==> src/rtl/dsel_pkg.sv <==
package dsel_pkg;

    // Per-bank enable pair, active high inside the block.
    typedef struct packed {
        logic even;
        logic odd;
    } lane_t;

    typedef enum logic [1:0] {
        RGN_NONE = 2'd0,
        RGN_RAM  = 2'd1,
        RGN_ROM  = 2'd2
    } region_e;

    localparam int unsigned N_RGN = 2;
    localparam int unsigned IDX_RAM = 0;
    localparam int unsigned IDX_ROM = 1;

    // Lanes requested by one bus cycle: bit 0 low asks for the even bank,
    // bus-high-enable low asks for the odd bank.
    function automatic lane_t lane_request(input logic bhe_n, input logic a0);
        lane_t l;
        l.even = ~a0;
        l.odd  = ~bhe_n;
        return l;
    endfunction

    function automatic lane_t lane_mask(input lane_t l, input logic en);
        lane_t r;
        r.even = l.even & en;
        r.odd  = l.odd & en;
        return r;
    endfunction

    function automatic int unsigned max_u(input int unsigned a, input int unsigned b);
        return (a > b) ? a : b;
    endfunction

endpackage

==> src/rtl/dsel_region_match.sv <==
module dsel_region_match
    import dsel_pkg::*;
#(
    parameter int unsigned     ADDR_W    = 20,
    parameter logic [19:0]     BASE      = 20'h00000,
    parameter int unsigned     SPAN_LOG2 = 16,
    parameter int unsigned     OFF_W     = 15
) (
    input  logic [ADDR_W-2:0] word_addr,
    output logic              hit,
    output logic [OFF_W-1:0]  off
);
    // word_addr[i] carries byte address bit i+1
    localparam int unsigned TAG_LO = SPAN_LOG2 - 1;

    logic [ADDR_W-1:0] base_full;
    assign base_full = BASE[ADDR_W-1:0];

    always_comb begin
        hit = (word_addr[ADDR_W-2:TAG_LO] == base_full[ADDR_W-1:SPAN_LOG2]);
        off = OFF_W'(word_addr[TAG_LO-1:0]);
    end

endmodule

==> src/rtl/dsel_lane_gate.sv <==
module dsel_lane_gate
    import dsel_pkg::*;
#(
    parameter int unsigned OFF_W = 15
) (
    input  logic             hit,
    input  logic             strobe,
    input  logic             blocked,
    input  lane_t            req,
    input  logic [OFF_W-1:0] off_in,
    output logic             active,
    output lane_t            sel,
    output logic [OFF_W-1:0] off_out
);
    always_comb begin
        active  = hit & strobe & ~blocked;
        sel     = lane_mask(req, active);
        off_out = active ? off_in : '0;
    end

endmodule

==> src/rtl/dsel_out_reg.sv <==
module dsel_out_reg
    import dsel_pkg::*;
#(
    parameter int unsigned OFF_W = 15
) (
    input  logic             clk,
    input  logic             rst,
    input  lane_t            ram_d,
    input  lane_t            rom_d,
    input  logic             miss_d,
    input  logic [OFF_W-1:0] off_d,
    output lane_t            ram_q,
    output lane_t            rom_q,
    output logic             miss_q,
    output logic [OFF_W-1:0] off_q
);
    always_ff @(posedge clk) begin
        if (rst) begin
            ram_q  <= '0;
            rom_q  <= '0;
            miss_q <= 1'b0;
            off_q  <= '0;
        end else begin
            ram_q  <= ram_d;
            rom_q  <= rom_d;
            miss_q <= miss_d;
            off_q  <= off_d;
        end
    end

endmodule

==> src/rtl/dual_bank_cs_decoder.sv <==
module dual_bank_cs_decoder
    import dsel_pkg::*;
#(
    parameter int unsigned ADDR_W        = 20,
    parameter logic [19:0] RAM_BASE      = 20'h00000,
    parameter int unsigned RAM_SPAN_LOG2 = 16,
    parameter logic [19:0] ROM_BASE      = 20'hF8000,
    parameter int unsigned ROM_SPAN_LOG2 = 15,
    localparam int unsigned BANK_AW      = max_u(RAM_SPAN_LOG2, ROM_SPAN_LOG2) - 1
) (
    input  logic               clk,
    input  logic               rst,
    input  logic [ADDR_W-1:0]  addr,
    input  logic               bhe_n,
    input  logic               mem_rd_n,
    input  logic               mem_wr_n,
    output logic               ram_even_cs_n,
    output logic               ram_odd_cs_n,
    output logic               rom_even_cs_n,
    output logic               rom_odd_cs_n,
    output logic [BANK_AW-1:0] bank_addr,
    output logic               miss
);
    logic               strobe;
    lane_t              req;
    logic               hit    [N_RGN];
    logic               active [N_RGN];
    lane_t              sel    [N_RGN];
    logic [BANK_AW-1:0] off_raw[N_RGN];
    logic [BANK_AW-1:0] off_g  [N_RGN];

    logic               miss_d;
    logic [BANK_AW-1:0] off_d;
    lane_t              ram_q, rom_q;

    assign strobe = ~mem_rd_n | ~mem_wr_n;
    assign req    = lane_request(bhe_n, addr[0]);

    for (genvar g = 0; g < N_RGN; g++) begin : g_rgn
        if (g == IDX_RAM) begin : g_ram
            dsel_region_match #(
                .ADDR_W(ADDR_W), .BASE(RAM_BASE),
                .SPAN_LOG2(RAM_SPAN_LOG2), .OFF_W(BANK_AW)
            ) u_match (
                .word_addr(addr[ADDR_W-1:1]), .hit(hit[g]), .off(off_raw[g])
            );
            dsel_lane_gate #(.OFF_W(BANK_AW)) u_gate (
                .hit(hit[g]), .strobe(strobe), .blocked(1'b0), .req(req),
                .off_in(off_raw[g]), .active(active[g]), .sel(sel[g]),
                .off_out(off_g[g])
            );
        end else begin : g_rom
            dsel_region_match #(
                .ADDR_W(ADDR_W), .BASE(ROM_BASE),
                .SPAN_LOG2(ROM_SPAN_LOG2), .OFF_W(BANK_AW)
            ) u_match (
                .word_addr(addr[ADDR_W-1:1]), .hit(hit[g]), .off(off_raw[g])
            );
            // lower region wins if parameters ever make the two overlap
            dsel_lane_gate #(.OFF_W(BANK_AW)) u_gate (
                .hit(hit[g]), .strobe(strobe), .blocked(active[IDX_RAM]),
                .req(req), .off_in(off_raw[g]), .active(active[g]),
                .sel(sel[g]), .off_out(off_g[g])
            );
        end
    end

    always_comb begin
        miss_d = strobe & ~hit[IDX_RAM] & ~hit[IDX_ROM];
        off_d  = off_g[IDX_RAM] | off_g[IDX_ROM];
    end

    dsel_out_reg #(.OFF_W(BANK_AW)) u_oreg (
        .clk(clk), .rst(rst),
        .ram_d(sel[IDX_RAM]), .rom_d(sel[IDX_ROM]),
        .miss_d(miss_d), .off_d(off_d),
        .ram_q(ram_q), .rom_q(rom_q), .miss_q(miss), .off_q(bank_addr)
    );

    assign ram_even_cs_n = ~ram_q.even;
    assign ram_odd_cs_n  = ~ram_q.odd;
    assign rom_even_cs_n = ~rom_q.even;
    assign rom_odd_cs_n  = ~rom_q.odd;

endmodule

==> config.mk <==
export PLATFORM = sky130hd
export DESIGN_NAME = dual_bank_cs_decoder
export DESIGN_NICKNAME = d
export VERILOG_FILES = /design/src/rtl/dsel_pkg.sv /design/src/rtl/dsel_region_match.sv /design/src/rtl/dsel_lane_gate.sv /design/src/rtl/dsel_out_reg.sv /design/src/rtl/dual_bank_cs_decoder.sv
export SDC_FILE = /design/constraint.sdc
export NUM_CORES = 1
export LEC_CHECK = 0
export BUFFER_PORTS_ARGS = -buffer_cell sky130_fd_sc_hd__buf_2
export CAP_MARGIN = 15
export CORE_MARGIN = 10
export CORE_UTILIZATION = 43
export CTS_CLUSTER_DIAMETER = 100
export DETAILED_ROUTE_END_ITERATION = 7
export PLACE_DENSITY = 0.82
export SYNTH_ARGS = -nofsm -noshare
export SYNTH_HDL_FRONTEND = slang
export SYNTH_SLANG_ARGS = --single-unit
==> constraint.sdc <==
create_clock -name clk -period 2.35 [get_ports clk]
set_input_delay 0.47 -clock clk [delete_from_list [all_inputs] [get_ports clk]]
set_output_delay 0.47 -clock clk [all_outputs]
set_load 0.01 [all_outputs]
-- Word-level counts from Yosys, hierarchy flattened
Cells that the tools add are included.
- output and inout port bits: 20
- input bits: 25
- register bits: 20
- bitwise operators: 22
- equal/unequal tests: 1
- reductions and logical operators: 1
- muxes and demuxes: 2
- operators with widths (cell ; count):
    $mux 15 ; 1
    $or 15x15->15 ; 1
    $mux 14 ; 1
    $not 1->1 ; 11
    $and 1x1->1 ; 9
    $eq 5x5->1 const B ; 1
    $logic_not 4->1 ; 1
    $or 1x1->1 ; 1

-- Logic depth before layout (Yosys ltp)
- depth after elaboration: 7
- mapped depth: 5
- gate-level depth less buffers: 3

-- Cells and area by module
A second synthesis with hierarchy kept.
- cells, all modules: 143
- area total of the unflattened synthesis: 1406.3 um^2
- modules (own cells, without submodules) (module ; cells each ; instances ; seq. area each (um^2) ; area an instance (um^2)):
    dsel_out_reg ; 42 ; 1 ; 400.4 ; 618.1
    dsel_lane_gate ; 21 ; 2 ; 0.0 ; 198.9
    dual_bank_cs_decoder ; 24 ; 1 ; 0.0 ; 136.4
    dsel_region_match (g_rgn[1].g_rom.u_match) ; 19 ; 1 ; 0.0 ; 128.9
    dsel_region_match (g_rgn[0].g_ram.u_match) ; 16 ; 1 ; 0.0 ; 125.1

-- Worst setup path before layout
No wires, ideal clock.
- kind: input to register
- from: input addr[17]
- to: register u_oreg.off_q[10]
- arrival time: 1306 ps
- slack: 978 ps
- stages on the path: 5
- cells stage by stage: nand3_1 > or3b_1 > buf_6 > buf_12 > a21oi_2
- longest elaborated chain between the ends: 6
- elaborated cells between the ends (all ways): 9
- ends and longest elaborated chain (what ; RTL line ; text):
    start, declared ; dual_bank_cs_decoder.sv:13 ; input logic [ADDR_W-1:0] addr,
    $logic_not 4->1 ; dsel_region_match.sv:20 ; hit = (word_addr[ADDR_W-2:TAG_LO] == base_full[ADDR_W-1:SPAN_LOG2]);
    $and 1x1->1 ; dsel_lane_gate.sv:16 ; active = hit & strobe & ~blocked;
    $not 1->1 ; dsel_lane_gate.sv:16 ;
    $and 1x1->1 ; dsel_lane_gate.sv:16 ;
    $mux 14 ; dsel_lane_gate.sv:18 ; off_out = active ? off_in : '0;
    $or 15x15->15 (*) ; dual_bank_cs_decoder.sv:70 ; off_d = off_g[IDX_RAM] | off_g[IDX_ROM];
    end signal, assigned ; dsel_out_reg.sv:22 ; off_q <= '0;
    end signal, assigned ; dsel_out_reg.sv:27 ; off_q <= off_d;
    end, declared ; dsel_out_reg.sv:15 ; output logic [OFF_W-1:0] off_q
Every way passes the cells marked *; elsewhere a longest branch is shown, timed or not.
A chain may end at the register's enable or synchronous reset.

-- Worst setup path in the final report
- from: input addr[16]
- to: register u_oreg.off_q[14]
- longest elaborated chain between the ends: 4
- ends and longest elaborated chain (what ; RTL line):
    $logic_not 4->1 ; dsel_region_match.sv:20
    $and 1x1->1 ; dsel_lane_gate.sv:16
    $mux 15 ; dsel_lane_gate.sv:18
    $or 15x15->15 ; dual_bank_cs_decoder.sv:70
Every way passes these cells.

==> metrics.md <==
| Metric | Value |
|---|---|
| Setup TNS | `0 ns` |
| Gate power share | `9.7%` |
| Post-CTS Setup Bufs | `0` |
| CP bufs+invs | `1` |
| Synth Area per Inst | `10.5 um2` |
| CTS sink count | `20` |
| Setup crit start kind | `input pin` |
| RSZ-0062 raised after global routing | `no` |
| Max Fanout on Critical Path | `17` |
| Global route overflow | `0` |
| Leak | `0.431 nW` |
| Seq pwr share | `63.0%` |
| Top-area cell type share of the netlist area | `54.5%` |
| Hold violation count in the final report | `0` |
| Critical path class | `input pin to flip-flop` |
| DRC viols | `0` |
| Max Transition Viols Final | `0` |
| Peak supply drop | `0.304 mV` |
| Max-Cap Viols | `0` |
| Worst hold slack | `0.367 ns` |
| H-tree Lvls | `1` |
| Post-route setup slack | `0.829 ns` |
| Via density per instance | `4.70` |
| Syn Nets | `95` |
| Final non-filler cell total | `128` |
| Main synth FF type | `dfxtp_1` |
| Fin crit period | `1.52 ns` |
| FFs w/ async S/R, synth | `0%` |
| GP Congestion | `0.737` |
| Cts repair resizes | `0` |
| Synth area leaders | `dfxtp_1 55%, nand2b_1 12%, a21oi_2 9.5%` |
| Die Ht | `61.3 um` |
| Top cell family by delay on the critical path | `simple AND/OR/NAND/NOR gates` |
| Post-Syn Area | `734 um2` |
| Vias in the first global route | `540` |
| Dpl cells | `125` |
| Layout cell share with drive strength beyond 1 | `50.9%` |
| Longest Clk Path Bufs | `2` |
| Worst min path class | `input pin to flip-flop` |
| Routed length per instance | `13.5 um` |
| Slew of the pin with the lowest slew margin | `0.717 ns` |
| Synth area leader | `dfxtp_1` |
| Final worst-path cycle share | `64.7%` |
| First-pass GRT wire length | `2430 um` |
| Total Routing Usage GR | `8.41%` |
| Pre-CTS setup slack | `0.540 ns` |
| Final total power | `0.000547 W` |
| Commonest cells in the netlist | `20 x dfxtp_1, 14 x nand2b_1, 8 x a21oi_2` |
| Worst stage delay on the critical path | `0.48 ns` |
| Hold_buf cts | `0` |
| Initial core utilization | `47.1%` |
| CP required | `2.55 ns` |
| CP Capture Type | `flip-flop` |
| Placement Rows | `14` |
| Cell area power density | `577 mW/mm2` |
| Slowest CP cell | `nand2_1` |
| Initial antenna violation count | `0` |
| Crit-path cells | `buf_2 > nor4_1 > nand2_1 > nor3b_1` |
| Switching part of the total | `21.4%` |
| Yosys warnings | `0` |
| Final WL | `1730 um` |
| DR pass1 iterations | `4` |
| Netlist cell types | `17` |
| Post-Syn Instances | `70` |
| CTS tree | `done` |
| Vias | `602` |
| Outcome | `finished, final reports clean` |
| Fillers | `142` |
| DR iter-0 viols | `10` |
| Clock transition at path regs | `0.09 ns` |
| Slew margin rel. | `52.2%` |
| IO buf count | `44` |
| End point of the critical path | `u_oreg.off_q[14]` |
| Sequential fraction of the synthesis area | `54.5%` |
| Sw power | `0.000117 W` |
| Clk root buf | `clkbuf_4` |
| IO Count | `45` |
| Final setup vio count | `0` |
| Layout area overhead | `29.0%` |
| Post-synth EDFFs | `0` |
| Dominant cell by count in the synthesized netlist | `dfxtp_1` |
| Max Clk Rate | `0.658 GHz` |
| Critical Path Start | `addr[16]` |
| Clock power share | `27.3%` |
| Core area | `0.00156 mm2` |
| Internal power | `0.000430 W` |
| Largest net degree at the start of global routing | `21` |
| CP Depth | `4` |
| Synthesis-stage register bit count | `20` |
| N_diodes | `0` |
| WP data arrival | `1.72 ns` |
| Die width | `61.3 um` |
| Die footprint | `0.00376 mm2` |
| Cts bufs inserted | `3` |
| Number of routed nets with antenna violations | `0` |
| Fin nets | `139` |
==> registers in the layout, indices dropped and copies added, names as in the netlist <==
name and flops:
u_oreg.off_q 15, u_oreg.rom_q 2, u_oreg.miss_q 1, u_oreg.ram_q 2
==> placed cells by master, fill, tap and decap left out <==
| cell | instances |
|---|---|
| a21oi_1 | 6 |
| or3b_1 | 1 |
| nand2b_1 | 14 |
| nor3_1 | 2 |
| nand3_1 | 1 |
| nor3_2 | 2 |
| inv_1 | 4 |
| nand2_1 | 3 |
| dfxtp_1 | 20 |
| nor3b_1 | 1 |
| buf_2 | 44 |
| clkbuf_4 | 3 |
| nor2_1 | 1 |
| a21oi_2 | 8 |
| nor4_1 | 1 |
| a2111oi_0 | 1 |
==> cell families after synthesis <==
| logic type | share of synthesized area, % |
|---|---|
| and+or+nand+nor | 21.8 |
| DFF | 54.5 |
| AOI/OAI and AO/OA | 14.8 |
| buffers and inverters | 8.86 |
==> layout make-up <==
| cell class | instances | area [um2] | area share [%] |
|---|---|---|---|
| clock buffers | 3 | 22.5 | 2.38 |
| well taps | 16 | 20.0 | 2.11 |
| repair buffers | 44 | 220 | 23.2 |
| multi-input cells | 41 | 269 | 28.4 |
| flip-flops and latches | 20 | 400 | 42.3 |
| inverters | 4 | 15.0 | 1.59 |
==> worst min path at each step <==
stage               startpoint               to  slack, ns  depth (start not counted)
finish                 addr[0]  u_oreg.rom_q[1]       0.37                          2
global route             bhe_n  u_oreg.rom_q[0]       0.35                          2
CTS                      bhe_n  u_oreg.rom_q[0]       0.36                          2
detailed placement       bhe_n  u_oreg.rom_q[0]       0.67                          2
global placement         bhe_n  u_oreg.rom_q[0]       0.66                          2
floorplan                bhe_n  u_oreg.rom_q[0]       0.54                          1
==> layer usage <==
layer / share of wire (%) / up-vias / global-route usage, %
met5: 0 / - / 0
met4: 2.2 / 0 / 5.73
met3: 10 / 4 / 1.65
met2: 52 / 23 / 16.0
met1: 36 / 260 / 7.94
li1: - / 315 / -
==> power by group through the flow <==
stage               registers (W)  logic [W]  clock network, W
global route             0.000345  0.0000584          0.000167
CTS                      0.000345  0.0000535          0.000155
global placement         0.000352  0.0000526                 0
floorplan                0.000355  0.0000242                 0
finish                   0.000345  0.0000530          0.000149
detailed placement       0.000353  0.0000533                 0
==> through the flow <==
stage                     cell area [um2]  util [%]
after floorplan                       734         -
after global placement                925      59.3
after detailed placement              925      59.3
after CTS                             947      60.8
after global routing                  947      60.8
final                                 947      60.8
Power figures use the tool's default switching activity.
